File: config.mk
export PLATFORM = sky130hd
export DESIGN_NAME = trace_port
export DESIGN_NICKNAME = d
export VERILOG_FILES = /design/src/rtl/trace_port.sv
export SDC_FILE = /design/constraint.sdc
export NUM_CORES = 1
export LEC_CHECK = 0
export ABC_AREA = 1
export BUFFER_PORTS_ARGS = -buffer_cell sky130_fd_sc_hd__buf_4
export CORE_UTILIZATION = 40
export DETAILED_ROUTE_END_ITERATION = 6
export GPL_ROUTABILITY_DRIVEN = 0
export PLACE_DENSITY_LB_ADDON = 0.25
export SYNTH_ARGS = -nofsm -noshare
export SYNTH_HDL_FRONTEND = slang
export SYNTH_SLANG_ARGS = --single-unit
File: constraint.sdc
create_clock -name clk -period 2.7 [get_ports clk]
set_input_delay 0.54 -clock clk [delete_from_list [all_inputs] [get_ports clk]]
set_output_delay 0.54 -clock clk [all_outputs]
set_load 0.01 [all_outputs]
File: src/rtl/trace_port.sv
module trace_port #(
  parameter int DATA_W = 32,
  localparam int NIB   = DATA_W / 4,
  localparam int CNT_W = $clog2(NIB + 1),
  localparam int LEN_W = 2
) (
  input  logic              clk,
  input  logic              rst_n,
  input  logic [2:0]        core_evt,
  input  logic              exc_act,
  input  logic              emu_act,
  input  logic              push_en,
  input  logic [DATA_W-1:0] push_data,
  input  logic [LEN_W-1:0]  push_len,
  input  logic [LEN_W-1:0]  br_len,
  output logic              stall,
  output logic [3:0]        pst,
  output logic [3:0]        ddata
);

  function automatic logic [3:0] evt_code_f(input logic [2:0] e);
    case (e)
      3'd1:    return 4'h1;
      3'd2:    return 4'h3;
      3'd3:    return 4'h4;
      3'd4:    return 4'h5;
      3'd5:    return 4'h7;
      default: return 4'h0;
    endcase
  endfunction

  logic [DATA_W-1:0] q_val [2];
  logic [LEN_W-1:0]  q_len [2];
  logic [1:0]        occ;

  logic              mark;
  logic [LEN_W-1:0]  mnb;
  logic [CNT_W-1:0]  cnt;
  logic [DATA_W-1:0] sh;

  logic              held_v;
  logic [3:0]        held;

  logic [3:0]        evt_code;
  logic              hold_off, push_ok, ser_free, start;
  logic [LEN_W-1:0]  in_len, head_len;
  logic [DATA_W-1:0] head_val;

  assign evt_code = evt_code_f(core_evt);
  assign hold_off = exc_act | emu_act;
  assign stall    = (occ == 2'd2);
  assign push_ok  = push_en & ~stall;
  assign in_len   = (core_evt == 3'd4) ? br_len : push_len;
  assign ser_free = ~mark & (cnt <= CNT_W'(1));
  assign start    = ser_free & ((occ != 2'd0) | push_ok);
  assign head_val = (occ != 2'd0) ? q_val[0] : push_data;
  assign head_len = (occ != 2'd0) ? q_len[0] : in_len;

  assign pst = emu_act  ? 4'hD :
               exc_act  ? 4'hC :
               mark     ? 4'h8 + 4'(mnb) :
               held_v   ? held : evt_code;

  assign ddata = (cnt != '0) ? sh[3:0] : 4'h0;

  always_ff @(posedge clk) begin
    if (!rst_n) begin
      occ <= 2'd0;
      for (int i = 0; i < 2; i++) begin
        q_val[i] <= '0;
        q_len[i] <= '0;
      end
    end else begin
      if (start && occ != 2'd0) begin
        q_val[0] <= q_val[1];
        q_len[0] <= q_len[1];
        if (push_ok) begin
          q_val[0] <= push_data;
          q_len[0] <= in_len;
        end
      end else if (!start && push_ok) begin
        q_val[occ[0]] <= push_data;
        q_len[occ[0]] <= in_len;
      end
      occ <= occ + 2'(push_ok) - 2'(start);
    end
  end

  always_ff @(posedge clk) begin
    if (!rst_n) begin
      mark <= 1'b0;
      mnb  <= '0;
      cnt  <= '0;
      sh   <= '0;
    end else if (start) begin
      mark <= 1'b1;
      mnb  <= head_len;
      sh   <= head_val;
      cnt  <= '0;
    end else if (mark && !hold_off) begin
      mark <= 1'b0;
      cnt  <= (CNT_W'(mnb) + CNT_W'(1)) << 1;
    end else if (cnt != '0) begin
      cnt <= cnt - CNT_W'(1);
      sh  <= sh >> 4;
    end
  end

  always_ff @(posedge clk) begin
    if (!rst_n) begin
      held_v <= 1'b0;
      held   <= 4'h0;
    end else if (!hold_off) begin
      if (mark) begin
        if (evt_code != 4'h0) begin
          held_v <= 1'b1;
          held   <= evt_code;
        end
      end else if (held_v) begin
        if (evt_code != 4'h0) held <= evt_code;
        else held_v <= 1'b0;
      end
    end
  end


  occ_bound_chk: assert property (@(posedge clk) disable iff (!rst_n)
    occ <= 2'd2);


  full_hold_chk: assert property (@(posedge clk) disable iff (!rst_n)
    (stall && !start) |=> stall);


  mark_then_data_chk: assert property (@(posedge clk) disable iff (!rst_n)
    (pst[3:2] == 2'b10 && !hold_off) |=> (cnt == ((CNT_W'($past(mnb)) + CNT_W'(1)) << 1)));


  nibble_run_chk: assert property (@(posedge clk) disable iff (!rst_n)
    (cnt > CNT_W'(1)) |=> (cnt == $past(cnt) - CNT_W'(1)) && (ddata == $past(sh[7:4])));


  defer_mark_chk: assert property (@(posedge clk) disable iff (!rst_n)
    (mark && hold_off) |=> mark);


  held_drain_chk: assert property (@(posedge clk) disable iff (!rst_n)
    (held_v && !hold_off && !mark && core_evt == 3'd0) |=> !held_v);

endmodule

# After elaboration in Yosys (flattened, before gate mapping)
# Memories as Yosys holds them, arrays and structs flattened.
# Cells that the tools add are included.
# totals
ff_bits	46
latchBits	0
mem_bits_rw	68
rom_bits	0
inputBits	44
out_inout_bits	9
word_cells	101
memories	2
# classes
n_addsub	5
multipliers	0
div	0
magnitude_cmp	1
eq_ne	8
n_shift	0
n_mux	45
bitwise_logic	13
n_reduce_logical	19
# memory_table
memory	depth	word_bits	read_ports	rd_clocked_by_memory_dff	wr	line	source
q_val	2	32	2	0	2	32	logic [DATA_W-1:0] q_val [2];
q_len	2	2	2	0	2	33	logic [LEN_W-1:0] q_len [2];
# ops
op	n
32-bit two-way mux	7
4-bit two-way mux	10
32-bit OR reduction	1
1-bit two-way mux	22
3-bit one-hot mux with 5 select lines	1
2-bit two-way mux	5
2-bit nonzero test	5
4-bit nonzero test	2
3-bit by 2-bit == test with 1-bit output (second input constant)	2
3-bit == test (second input constant)	2
1-bit bitwise OR	6
2-bit AND reduction	3
4-bit by 2-bit adder with 4-bit output (first input constant)	1
4-bit by 1-bit <= comparator with 1-bit output (second input constant)	1
1-bit NOT	4
2-bit OR reduction	2
4-bit by 1-bit subtractor with 4-bit output (second input constant)	1
2-bit by 1-bit adder with 3-bit output (second input constant)	1
1-bit bitwise AND	3
3-bit by 1-bit == test with 1-bit output (second input constant)	1
1-bit logical AND	3
3-bit OR reduction	1
2-bit by 1-bit adder with 2-bit output	1
2-bit == test (second input constant)	1
other kinds (4)	5

# Logic depth before layout (Yosys ltp)
# Gate-level depths: netlist (run 1).
# logic_depth
word_depth	13
mapped_depth	11
depth_no_buf	9

# Least setup slack after synthesis (run 1)
# OpenSTA, ideal clock, no wires.
# synth_timing
path_kind	input-to-reg
startpoint	input push_en
endpoint	memory q_len[0][0] (enable)
setup_time_ns	0.392
arrival_time_ns	2.512
required_ns	2.308
path_slack_ns	-0.204
stages	10
path_buffers	2
cell_sequence	inv_1 nand2_1 nand3_2 buf_2 ha_1 nand3_2 o21ai_1 inv_2 buf_2 nand2_1
# synth_rtl
element	line	source
from (decl)	12	input logic push_en,
to (decl)	33	

# Final worst setup path (run 1)
# layout_timing
startpoint	register occ[0]
endpoint	register occ[1]
# layout_between
elab_chain_cells	6
word_cells_on_any_way	8
classes_between	2 x add/sub; 1 x eq/ne; 4 x bitwise; 1 x reduce/logical
# layout_rtl
element	line	source
from (decl)	34	logic [1:0] occ;
from (signal assigned)	85	occ <= occ + 2'(push_ok) - 2'(start);
parallel branches: the longest is 5 deep, another holds 2-bit by 1-bit adder with 2-bit output	-	
2-bit by 1-bit subtractor with 2-bit output *	85	
# Mark *: on every way between the ends.
# A chain may end at the register's enable or synchronous reset.

==> results of run 1 <==
==> synth_stat cells (all sizes together) <==
master	count	share of area
nand2	218	0.14
o21ai	43	0.037
dfxtp	45	0.16
o31ai	1	0.0013
nor3	3	0.0026
inv	116	0.076
nand4	1	0.0011
clkbuf	12	0.0078
nor2	99	0.067
ha	4	0.0087
or2	1	0.0011
edfxtp	68	0.36
a21oi	20	0.017
buf	27	0.024
nand3	105	0.094
a211oi	1	0.0013
o311ai	1	0.0015
xnor2	1	0.0015
==> worst max-delay path, delay by kind of cell (launching register included) <==
family | cells | cell delay, ns
buffers and inverters | 2 | 0.68
flip-flops | 1 | 0.39
AND/OR/NAND/NOR | 3 | 0.38
adder cells (fa/ha/maj) | 1 | 0.25
AO/OA/AOI/OAI | 2 | 0.20
XOR/XNOR | 1 | 0.18
==> layout by cell type, fill, tap and decap left out, types with 5 or more instances in the layout <==
cell | Yosys | layout
nand2_1 | 215 | 213
inv_1 | 111 | 111
nand3_1 | 102 | 102
nor2_1 | 95 | 95
edfxtp_1 | 68 | 68
buf_4 | 3 | 67
dfxtp_1 | 45 | 45
o21ai_0 | 42 | 42
a21oi_1 | 20 | 20
clkbuf_16 | 0 | 17
clkinv_2 | 0 | 7
inv_2 | 5 | 5
==> how the worst min path moves through the flow <==
stage / from / to / cells past startpoint
2_1_floorplan: held[0]$_SDFFE_PN0P_ / held[0]$_SDFFE_PN0P_ / 2
3_3_place_gp: sh[31]$_SDFFE_PN0P_ / sh[31]$_SDFFE_PN0P_ / 2
3_5_place_dp: sh[27]$_SDFFE_PN0P_ / sh[27]$_SDFFE_PN0P_ / 2
4_1_cts: held[0]$_SDFFE_PN0P_ / held[0]$_SDFFE_PN0P_ / 2
5_1_grt: sh[30]$_SDFFE_PN0P_ / sh[30]$_SDFFE_PN0P_ / 2
6_report: sh[30]$_SDFFE_PN0P_ / sh[30]$_SDFFE_PN0P_ / 2
==> report_power, final <==
group	switching, mW	total, mW	leakage (nW)	internal (mW)
Sequential	0.182	2.52	1.08	2.33
Combinational	1.48	2.17	1.92	0.692
Clock	0.742	2.00	0.270	1.26
Total	2.40	6.68	3.27	4.28
==> flip-flops by register name, indices dropped and copies added (netlist names) <==
signal	cells
occ	2
mark	1
sh	32
held	3
cnt	4
held_v	1
q_len	4
q_val	64
mnb	2
==> routing by layer <==
metal / global-route usage / wire length [um] / up-vias
li1: - / - / 2511
met2: 0.306 / 5980 / 95
met5: 0 / 0 / -
met1: 0.252 / 6340 / 2164
met3: 0.0370 / 508 / 11
met4: 0.0787 / 171 / 0
==> cell type report <==
class                      count  area [um^2]
clock inverter                 7         35.0
sequential                   113         2940
inverter                     116          435
multi-input combinational    498         2190
timing repair buffer          67          503
clock buffer                  25          495
tap                          180          225
fill                        1392         7110
==> through the flow <==
step	power, mW	setup slack [ns]
5_1_grt	7.15	0.274
2_1_floorplan	4.17	0.119
3_3_place_gp	4.71	0.419
4_1_cts	6.74	0.519
6_report	6.68	0.533
3_5_place_dp	4.74	0.398
==> kinds of logic (layout without fill, tap and decap cells) <==
logic type | count (synthesis) | in the layout | share of synthesized area
and+or+nand+nor | 427 | 427 | 0.311
DFF | 113 | 113 | 0.512
adders and majority gates | 4 | 4 | 0.00871
xor gates and xnor gates | 1 | 1 | 0.00153
AOI/OAI and AO/OA | 66 | 66 | 0.0590
buffers and inverters | 155 | 215 | 0.108
==> impl_metrics.toml, run 1 <==
[outcome]
status = "completed"

[sta]
holdWs_ns = 0.464
finalMaxSlewViolations = 0
worst_pin_slew_ns = 0.665
fin_tns_setup_ns = 0
clock-skew-final_ns = 0.00770
layout_min_cycle_time_ns = 2.17
fmax_mhz = 461
period_share = 0.803
rsz0062_at_grt = "no"
slew_headroom = 0.556
hold_viol_final = 0
setup_viol_count_final = 0

[route]
wl_per_cell_um = 12.9
wirelength_um = 13000
ant_nets = 0
drt_iter0_drc = 264
viasPerCell = 4.75
vias = 4781
drt_drc_violations_left = 0
firstDrtPassIters = 6

[layout]
final_core_util = 0.490
stdcell_area_mm2 = 0.00683
layoutNonFillerInstCount = 1006
finalNetCount = 861
n_antenna_cell = 0
area_growth_pct = 18.8
drive_above_1_share = 0.137

[min_path]
hp-class = "flop to flop"

[setup_path]
startpoint = "occ[0]$_SDFF_PN0_"
cp_cell_sequence = "nor2_4, nand2_1, nand3_2, buf_4, inv_2, ha_1, xnor2_1, o21ai_0, a21oi_1"
cp-start-kind = "flop"
worstSetupEndpoint = "occ[1]$_SDFF_PN0_"
reg2regPathDepth = 9
path_max_fanout = 51
crit_slowest_cell = "buf_4"
max_stage_delay_ns = 0.44
r2r_slack_ns = 0.53
r2r_start = "occ[0]$_SDFF_PN0_"
cp-end-kind = "flop"
critPathArrivalTime_ns = 2.51
crit_type = "flop to flop"
r2r-end = "occ[1]$_SDFF_PN0_"
required_ns = 3.04

[global_routing]
antenna_found_initial = 0
groute.usage.overall = 0.191
grt_pass1_vias = 4432
grt_pass1_wl_um = 21700
overflow = 0
grt_max_degree = 63

[clock_network]
holdBufCountCts = 0
cts_tree = "done"
cts_buffers = 17
clockRootBuffer = "clkbuf_16"
clk_pin_slew_ns = 0.05
cts.htree.levels = 4
clock_latency_ns = 0.41
post_cts_buffers = 0
cts.repair.resized = 0
clock_path_buffers = 2
cts.sinks = 113

[floorplan]
pin_count = 53
fp.dieH_um = 122
core_mm2 = 0.0139
rows = 43
die_w_um = 122
start_util = 0.412
dieArea_mm2 = 0.0148

[placed_design]
io_buffers = 52
post-dp-hpwl_um = 8390
dp_cells = 974
place_area_mm2 = 0.00629

[job]
maxCapViolations = 0

[synth]
ys_seq_area_frac = 0.512
synthesis.area_mm2 = 0.00574
yosys_warnings = 0
syn_nets = 814
ys_ff_latch = 113
postSynthAreaPerCell_um2 = 7.50
postSynthCellCount = 766
synth_cell_type_count = 27

[power_and_ir_drop]
peakVddDrop_mv = 0.431
p_leak_nw = 3.27
p_per_area_mw_per_mm2 = 979
(Power assumes the default switching activity.)
==> run 2: changes to the inputs <==
- clock period: 2.7 -> 2 ns (I/O delays scaled with it)
==> run 2 against run 1 <==
Die area is the same; register-to-register slack lost 0.35 ns; first-iteration DRC count rose by 25%; count of clock-buffer cells in the layout decreased by 7; critical path depth fell by 5; highest routed layer unchanged; flip-flop and latch count did not move; clock power grew 48%; critical path type is now flop to output port; sequential share of layout area is 1.2 points lower; hold slack got worse by 0.11 ns; routed wire length increased by 0.35%; combinational power grew 44%.
==> impl_metrics.toml, run 2 (same netlist as run 1, synthesis figures left out) <==
[outcome]
status = "completed"

[sta]
layout_min_cycle_time_ns = 1.87
fin_tns_setup_ns = 0
setup_viol_count_final = 0
worst_pin_slew_ns = 0.678
slew_headroom = 0.548
rsz0062_at_grt = "no"
period_share = 0.936
hold_viol_final = 0
clock-skew-final_ns = 0.00879
finalMaxSlewViolations = 0
fmax_mhz = 534

[layout]
top_regs = "q_val: 64 flops, sh: 32 flops"
multiInputGateArea_mm2 = 0.00225
largest_register = "q_val"
drive_above_1_share = 0.149
n_antenna_cell = 0
n_fill_cell = 1376
finalNetCount = 869
seq_area_mm2 = 0.00294
largest_reg_flops = 64
area_growth_pct = 22.1
mostFrequentLayoutCell = "nand2_1"
final_core_util = 0.503
final_cell_mix = "213 x nand2_1, 110 x inv_1, 102 x nand3_1"

[floorplan]
core_mm2 = 0.0139
dieArea_mm2 = 0.0148
start_util = 0.412
rows = 43
pin_count = 53
die_w_um = 122
fp.dieH_um = 122

[setup_path]
crit_type = "flop to output port"
reg2regPathDepth = 9
path_max_fanout = 7
r2r_slack_ns = 0.18
cp-start-kind = "flop"
r2r_start = "occ[1]$_SDFF_PN0_"
required_ns = 1.60
cp-end-kind = "output port"
r2r-end = "q_val[0][16]$_SDFFCE_PN0P_"
critPathArrivalTime_ns = 1.47

[min_path]
min_to = "occ[0]$_SDFF_PN0_"
hp-class = "input pin to flop"
hold_depth = 3
min-delay-start = "rst_n"

[clock_network]
cts_tree = "done"
clockRootBuffer = "clkbuf_16"
cts_buffers = 17
post_cts_buffers = 0
clock_path_buffers = 2
clock_latency_ns = 0.42
cts.htree.levels = 4
clk_pin_slew_ns = 0.05
cts.sinks = 113
holdBufCountCts = 0

[global_routing]
grt_max_degree = 45
groute.usage.overall = 0.195
antenna_found_initial = 0
grt_pass1_wl_um = 22000
overflow = 0
grt_pass1_vias = 4550

[route]
drt_iter0_drc = 330
drt_drc_violations_left = 0
wirelength_um = 13000
viasPerCell = 4.74
ant_nets = 0
firstDrtPassIters = 4
vias = 4804
wl_per_cell_um = 12.9

[power_and_ir_drop]
peakVddDrop_mv = 0.599
p_per_area_mw_per_mm2 = 1350
p_leak_nw = 3.33

[job]
maxCapViolations = 0

[placed_design]
io_buffers = 52
post-dp-hpwl_um = 8470
run 2: layout make-up:
class                   count  area share
clock buffers              18      0.0612
flip-flops and latches    113       0.420
inverters                 116      0.0621
repair buffers             75      0.0838
well taps                 180      0.0321
multi-input cells         498       0.320
clock inverters            14      0.0209
run 2: how the worst max path moves through the flow:
stage | startpoint | depth (start not counted) | end
after floorplan | occ[0]$_SDFF_PN0_ | 8 | q_len[1][0]$_SDFFCE_PN0P_
after global placement | exc_act | 6 | pst[1]
after detailed placement | exc_act | 6 | pst[1]
after CTS | mark$_SDFFE_PN0P_ | 4 | pst[1]
after global routing | mark$_SDFFE_PN0P_ | 6 | pst[0]
final | mark$_SDFFE_PN0P_ | 4 | pst[1]
run 2: through the flow:
stage / setup slack [ns] / total power, mW / hold WS, ns / std cells / cell area [um^2]
global route: 0.0231 / 10.1 / 0.366 / 1014 / 7020
global placement: 0.136 / 6.54 / 0.456 / 982 / 6430
CTS: 0.0368 / 9.54 / 0.344 / 1014 / 7010
finish: 0.128 / 9.46 / 0.358 / 1014 / 7020
floorplan: 0.0101 / 5.71 / 0.438 / 766 / 5820
detailed placement: 0.113 / 6.56 / 0.457 / 982 / 6430
run 2: report_power, final:
group	internal [mW]	leakage (nW)	switching, mW
Sequential	3.15	1.08	0.235
Clock	1.92	0.273	1.04
Combinational	1.08	1.97	2.04
Total	6.15	3.33	3.31
run 2: per-layer routing:
layer	track usage	vias up	routed length [um]
met5	0	-	0
met4	0.0664	0	178
met3	0.0520	14	497
met2	0.307	95	5980
met1	0.258	2163	6390
li1	-	2532	-
run 2: what timing repair did:
item | 4_1_cts | 5_1_grt
endpoints found under the setup margin | 1 | 1
pin swaps | 1 | 0
hold endpoints to repair | 0 | 0
resized for setup | 1 | 2
gates cloned | 0 | 0
run 2: worst max-delay path, cell delays in order, from the launching register on:
cell and delay, ns:
dfxtp_1 0.31, buf_4 0.16, or2_4 0.26, o31ai_2 0.18, buf_4 0.15
